**src/rtl/pulse_meter_pkg.sv**
```systemverilog
package pulse_meter_pkg;

    // Controller states
    typedef enum logic {
        ST_WAIT  = 1'b0,   // idle, waiting for a starting rising edge
        ST_COUNT = 1'b1    // interval open, counting timebase steps
    } meter_state_e;

    // What is being timed
    typedef enum logic {
        KIND_PERIOD = 1'b0,   // rising edge to rising edge
        KIND_WIDTH  = 1'b1    // rising edge to falling edge
    } meas_kind_e;

    // Timebase selection
    typedef enum logic {
        SCALE_FINE   = 1'b0,  // one count per strobe
        SCALE_COARSE = 1'b1   // one count per prescaler wrap
    } meas_scale_e;

endpackage

```
**src/rtl/pulse_meter_sync.sv**
```systemverilog
module pulse_meter_sync #(
    parameter int STAGES = 2
) (
    input  logic clk,
    input  logic rst_n,
    input  logic d_async,
    output logic d_sync
);

    localparam int LAST = STAGES - 1;

    logic [LAST:0] chain;

    generate
        if (STAGES == 1) begin : g_single
            always_ff @(posedge clk or negedge rst_n) begin
                if (!rst_n) chain <= '0;
                else        chain <= d_async;
            end
        end else begin : g_chain
            always_ff @(posedge clk or negedge rst_n) begin
                if (!rst_n) chain <= '0;
                else        chain <= {chain[LAST-1:0], d_async};
            end
        end
    endgenerate

    assign d_sync = chain[LAST];

endmodule

```
**src/rtl/pulse_meter_edge.sv**
```systemverilog
module pulse_meter_edge (
    input  logic clk,
    input  logic rst_n,
    input  logic sample_en,
    input  logic level,
    output logic rise,
    output logic fall
);

    // Level captured at the previous sample strobe
    logic held;

    always_ff @(posedge clk or negedge rst_n) begin
        if (!rst_n)         held <= 1'b0;
        else if (sample_en) held <= level;
    end

    assign rise = sample_en &  level & ~held;
    assign fall = sample_en & ~level &  held;

endmodule

```
**src/rtl/pulse_meter_timebase.sv**
```systemverilog
module pulse_meter_timebase #(
    parameter int DIV = 128
) (
    input  logic clk,
    input  logic rst_n,
    input  logic tick,
    input  logic coarse,
    input  logic clear,
    output logic step
);

    generate
        if (DIV > 1) begin : g_prescale
            localparam int PW = $clog2(DIV);
            localparam logic [PW-1:0] LAST = PW'(DIV - 1);

            logic [PW-1:0] phase;

            always_ff @(posedge clk or negedge rst_n) begin
                if (!rst_n)
                    phase <= '0;
                else if (clear)
                    phase <= '0;
                else if (tick && coarse)
                    phase <= (phase == LAST) ? '0 : phase + 1'b1;
            end

            // Coarse step on the strobe that completes DIV strobes
            assign step = coarse ? (tick && (phase == LAST)) : tick;
        end else begin : g_direct
            assign step = tick;
        end
    endgenerate

endmodule

```
**src/rtl/pulse_meter.sv**
```systemverilog
module pulse_meter
    import pulse_meter_pkg::*;
#(
    parameter int CNT_W       = 16,
    parameter int COARSE_DIV  = 128,
    parameter int SYNC_STAGES = 2
) (
    input  logic             clk,
    input  logic             rst_n,
    input  logic             sig_in,
    input  logic             tick_125,
    input  logic             mode_width,
    input  logic             range_coarse,
    output logic [CNT_W-1:0] meas_value,
    output logic             meas_valid,
    output logic             meas_ovf
);

    localparam logic [CNT_W-1:0] CNT_MAX = {CNT_W{1'b1}};

    // ---------------- front end ----------------
    logic sig_s;
    logic edge_rise;
    logic edge_fall;

    pulse_meter_sync #(.STAGES(SYNC_STAGES)) u_sync (
        .clk     (clk),
        .rst_n   (rst_n),
        .d_async (sig_in),
        .d_sync  (sig_s)
    );

    pulse_meter_edge u_edge (
        .clk       (clk),
        .rst_n     (rst_n),
        .sample_en (tick_125),
        .level     (sig_s),
        .rise      (edge_rise),
        .fall      (edge_fall)
    );

    // ---------------- setting tracking ----------------
    meas_kind_e  kind_q;
    meas_scale_e scale_q;
    logic        setting_chg;

    always_ff @(posedge clk or negedge rst_n) begin
        if (!rst_n) begin
            kind_q  <= KIND_PERIOD;
            scale_q <= SCALE_FINE;
        end else begin
            kind_q  <= meas_kind_e'(mode_width);
            scale_q <= meas_scale_e'(range_coarse);
        end
    end

    assign setting_chg = (meas_kind_e'(mode_width) != kind_q) ||
                         (meas_scale_e'(range_coarse) != scale_q);

    // ---------------- controller ----------------
    meter_state_e state;
    meter_state_e state_nx;

    logic             tb_step;
    logic             tb_clear;
    logic             end_edge;
    logic             sat_hit;
    logic [CNT_W-1:0] cnt;
    logic [CNT_W-1:0] cnt_nx;

    assign end_edge = (kind_q == KIND_WIDTH) ? edge_fall : edge_rise;
    assign cnt_nx   = cnt + {{(CNT_W-1){1'b0}}, tb_step};
    assign sat_hit  = tb_step && (cnt == CNT_MAX);

    // Prescaler restarts whenever no interval is open or one closes
    assign tb_clear = setting_chg || (state == ST_WAIT) ||
                      ((state == ST_COUNT) && end_edge);

    pulse_meter_timebase #(.DIV(COARSE_DIV)) u_tb (
        .clk    (clk),
        .rst_n  (rst_n),
        .tick   (tick_125),
        .coarse (scale_q == SCALE_COARSE),
        .clear  (tb_clear),
        .step   (tb_step)
    );

    always_comb begin
        state_nx = state;
        if (setting_chg) begin
            state_nx = ST_WAIT;                       // abandon
        end else begin
            unique case (state)
                ST_WAIT: begin
                    if (edge_rise) state_nx = ST_COUNT;  // arm
                end
                ST_COUNT: begin
                    if (sat_hit)
                        state_nx = ST_WAIT;           // saturate
                    else if (end_edge && kind_q == KIND_WIDTH)
                        state_nx = ST_WAIT;           // finish-width
                    else
                        state_nx = ST_COUNT;          // finish-period or keep counting
                end
                default: state_nx = ST_WAIT;
            endcase
        end
    end

    // State register
    always_ff @(posedge clk or negedge rst_n) begin
        if (!rst_n) state <= ST_WAIT;
        else        state <= state_nx;
    end

    // Counter and outputs
    always_ff @(posedge clk or negedge rst_n) begin
        if (!rst_n) begin
            cnt        <= '0;
            meas_value <= '0;
            meas_valid <= 1'b0;
            meas_ovf   <= 1'b0;
        end else begin
            meas_valid <= 1'b0;
            if (setting_chg) begin
                cnt <= '0;
            end else begin
                unique case (state)
                    ST_WAIT: begin
                        cnt <= '0;
                    end
                    ST_COUNT: begin
                        if (sat_hit) begin
                            meas_value <= CNT_MAX;
                            meas_ovf   <= 1'b1;
                            meas_valid <= 1'b1;
                            cnt        <= '0;
                        end else if (end_edge) begin
                            meas_value <= cnt_nx;
                            meas_ovf   <= 1'b0;
                            meas_valid <= 1'b1;
                            cnt        <= '0;
                        end else begin
                            cnt <= cnt_nx;
                        end
                    end
                    default: cnt <= '0;
                endcase
            end
        end
    end

endmodule

```
**config.mk**
```make
export PLATFORM = sky130hd
export DESIGN_NAME = pulse_meter
export DESIGN_NICKNAME = d
export VERILOG_FILES = /design/src/rtl/pulse_meter_pkg.sv /design/src/rtl/pulse_meter_sync.sv /design/src/rtl/pulse_meter_edge.sv /design/src/rtl/pulse_meter_timebase.sv /design/src/rtl/pulse_meter.sv
export SDC_FILE = /design/constraint.sdc
export NUM_CORES = 1
export LEC_CHECK = 0
export ABC_AREA = 1
export CORE_UTILIZATION = 56
export DETAILED_ROUTE_END_ITERATION = 12
export PLACE_DENSITY_LB_ADDON = 0.08
export SETUP_SLACK_MARGIN = 0.5
export SKIP_LAST_GASP = 1
export SLEW_MARGIN = 20
export SYNTH_ARGS = -nofsm -noshare
export SYNTH_HDL_FRONTEND = slang
export SYNTH_SLANG_ARGS = --single-unit
```
**constraint.sdc**
```tcl
create_clock -name clk -period 3 [get_ports clk]
set_input_delay 0.3 -clock clk [delete_from_list [all_inputs] [get_ports clk]]
set_output_delay 0.3 -clock clk [all_outputs]
set_load 0.02 [all_outputs]
```
==> key figures <==
Run status
  • Outcome: finished with violations
  • Failing checks: hold timing

Global route
  • Largest net degree at the start of global routing: between 40 and 50
  • GRT Residual Overflow: 0
  • Vias in the first global route: roughly 1700
  • GR Util All Layers: 23.60%
  • Antenna violations before repair: 0
  • Wire length of the first global-routing pass: around 8000 um

Detailed routing
  • Final WL: 4789 um
  • WL/cell: roughly 13 um
  • DRC: 0
  • Vias per Instance: around 5.1
  • First-pass DRT Iterations: 4
  • DRT iter0 DRCs: roughly 110
  • Via count of the routed design: roughly 1900
  • DRT antenna net count: 0

Timing
  • Post-route clock period utilization: about three quarters
  • Final clock skew: 5.038 ps
  • Setup tns final: 0 ps
  • Final setup margin: 721.5 ps
  • Min Clock Period, post-route: around 2300 ps
  • Rel. slew slack: 60.78%
  • Fmax: about 440 MHz
  • Max Slew Vio Count: 0
  • Final Hold Vio Count: 8
  • RSZ-0062 raised after global routing: false
  • # setup viols final: 0
  • Slew @ Worst Pin: around 590 ps
  • WHS: -5.341 ps

Synth
  • Post-synth top area share: about half
  • Syn Std Cell Area: 0.002432 mm^2
  • Cells after synthesis: around 300
  • Seq/Total Area, Yosys: approximately half
  • Synth cell types: 27
  • Warnings, synthesis: 0
  • Synth area leader: dfrtp_1
  • Avg Inst Size Synth: 8.135 um^2
  • Seq cells post-synth: between 40 and 50
  • Area contributors post-synth: dfrtp_1, nand2_1, nand3_1, nor2_1, inv_1
  • Syn nets: slightly above 300

Die
  • Die X: 67.91 um
  • Vert. Die Dim: between 60 and 70 um
  • Die area: approximately 0.0046 mm^2
  • Initial core utilization: 59.52%
  • IO Pins: 24
  • Core Rows: 23
  • Core area: slightly above 0.004 mm^2

Pwr
  • Maximum vdd drop: approximately 0.42 mV
  • LEAKAGE: between 1 and 1.5 nW
  • Pwr per Cell Area: roughly 430 mW/mm^2

Cells and area
  • Final std cells w/o fill: ~380
  • Number of antenna diodes: 0
  • Area grow syn2layout: 17.23%
  • # nets final: approximately 330
  • Share of cells above drive strength 1: between 10 and 15%

CTS
  • CTS buffer count: 5
  • # hold bufs at CTS: 0
  • Clock sink count: 47
  • Max Buffers Root-to-Sink: 2
  • Htree depth: 2
  • Root Driver: clkbuf_8
  • CTS tree: built
  • Clk slew on worst S/H paths: ~80 ps
  • Clk_lat worst skew: ~300 ps

Critical path
  • Critical Path Fanout Max: 4
  • WP data required: approximately 3200 ps
  • Worst EP arrival: ~2500 ps
  • Setup crit start kind: flip-flop
  • Worst setup EP type: flip-flop
  • Crit Path Category: flip-flop to flip-flop

Worst hold path
  • HP Class: primary input to asynchronous set/reset pin

Run
  • # Max-Cap Violations: 0

Place
  • Pre-CTS WS: between 500 and 600 ps
  • DP Cell Count: 367
  • Post-detail-place hpwl: roughly 3400 um
  • I/O Buffers: 23
  • GPL Wtd Cong: around 0.91
[sequential cells by signal, indices dropped and copies added (netlist names)]
register / count
cnt: 16
kind_q: 1
meas_ovf: 1
meas_valid: 1
meas_value: 16
scale_q: 1
state: 1
u_edge.held: 1
u_sync.chain: 2
u_tb.g_prescale.phase: 7
[stage by stage]
step	instance area [um^2]	total power, W	utilization (%)	hold slack [ps]
6_report	2851	0.001229	69.78	-5.341
3_3_place_gp	2684	0.0007024	65.68	332.8
5_1_grt	2851	0.001275	69.78	43.54
3_5_place_dp	2684	0.0007042	65.68	340.3
4_1_cts	2819	0.001243	68.98	219.3
2_1_floorplan	2432	0.0006793	-	4.409
[synth_stat cells, drive strengths merged]
cell type and count:
clkbuf 1, a21oi 4, buf 5, nand2 115, nand4 8, dfrtp 47, nor3 1, o21bai 1
xnor2 6, inv 23, o21ai 5, ha 3, nor2 41, nand3b 2, a21boi 1, nand3 29
xor2 7
[report_power, final]
| part | total, W | switching (W) | internal (W) |
|---|---|---|---|
| sequential | 0.000642 | 0.00000385 | 0.000638 |
| combinational | 0.0000494 | 0.0000351 | 0.0000143 |
| clock | 0.000538 | 0.000205 | 0.000333 |
| total | 0.00123 | 0.000244 | 0.000985 |
[final cells by class]
type / instances / area, um^2
Clock buffer: 6 / 72.57
Clock inverter: 2 / 60.06
Fill cell: 351 / 1235
Inverter: 23 / 86.33
Multi-Input combinational cell: 223 / 1151
Sequential cell: 47 / 1176
Tap cell: 50 / 62.56
Timing Repair Buffer: 25 / 242.7
[routing by layer]
layer  GRT usage, %  wire (um)  vias up
met5              0          0        -
met4          7.813         62        0
met3          5.333        113        5
met2          36.63       2219       19
met1          32.48       2393      904
li1               -          -      991
[path summary, 6_finish.rpt]
path                                     startpoint                        to  slack, ps  cells after the start
hold / removal                                rst_n  u_tb.g_prescale.phase[3]         -5                      1
setup reg to reg           u_tb.g_prescale.phase[0]             meas_value[5]        720                     14
setup / recovery           u_tb.g_prescale.phase[0]             meas_value[5]        720                     14
hold reg to reg                     u_sync.chain[0]           u_sync.chain[1]        350                      0
max in group asynchronous                     rst_n                meas_valid       2610                      1
min in group clk                    u_sync.chain[0]           u_sync.chain[1]        350                      0
[cells by family after synthesis]
kind of cell / Yosys count / share of synthesized area, %
and+or+nand+nor: 196 / 37.14
DFF: 47 / 48.35
adders and majority gates: 3 / 1.543
AOI/OAI and AO/OA: 11 / 2.932
buffers and inverters: 29 / 5.350
xor gates and xnor gates: 13 / 4.681
[cells in the final DEF (no fill, tap or decap), types with 2 or more instances in the layout]
cell and n:
inv_2 3, xnor2_1 6, o21ai_0 2, nand4_1 8, clkdlybuf4s50_1 22, nor2_4 5, clkbuf_8 5, dfrtp_1 47
nand2_2 9, inv_1 20, nor2_2 12, nor2_1 24, buf_4 3, a21oi_1 4, nand3b_1 2, nand2_1 104
xor2_1 7, nand3_1 27, o21ai_1 2, bufinv_16 2, ha_2 2, nand2_4 2
[what timing repair did]
action                     CTS  global route
gates resized for setup      1            10
setup buffers                0             1
pin swaps                    0             0
setup endpoints to repair    4            14
[worst max-delay path, cell delays in order, from the launching register on]
cell and delay, ps:
dfrtp_1 390, ha_2 220, nand3_2 100, inv_2 90, nand2_2 70, nand2_2 100
nand2_2 90, inv_2 90, ha_2 190, nand2_1 110, nor2_1 250, xnor2_1 210
nand2_1 90, nand3_1 100, nand2_1 50
(Power assumes the default switching activity.)
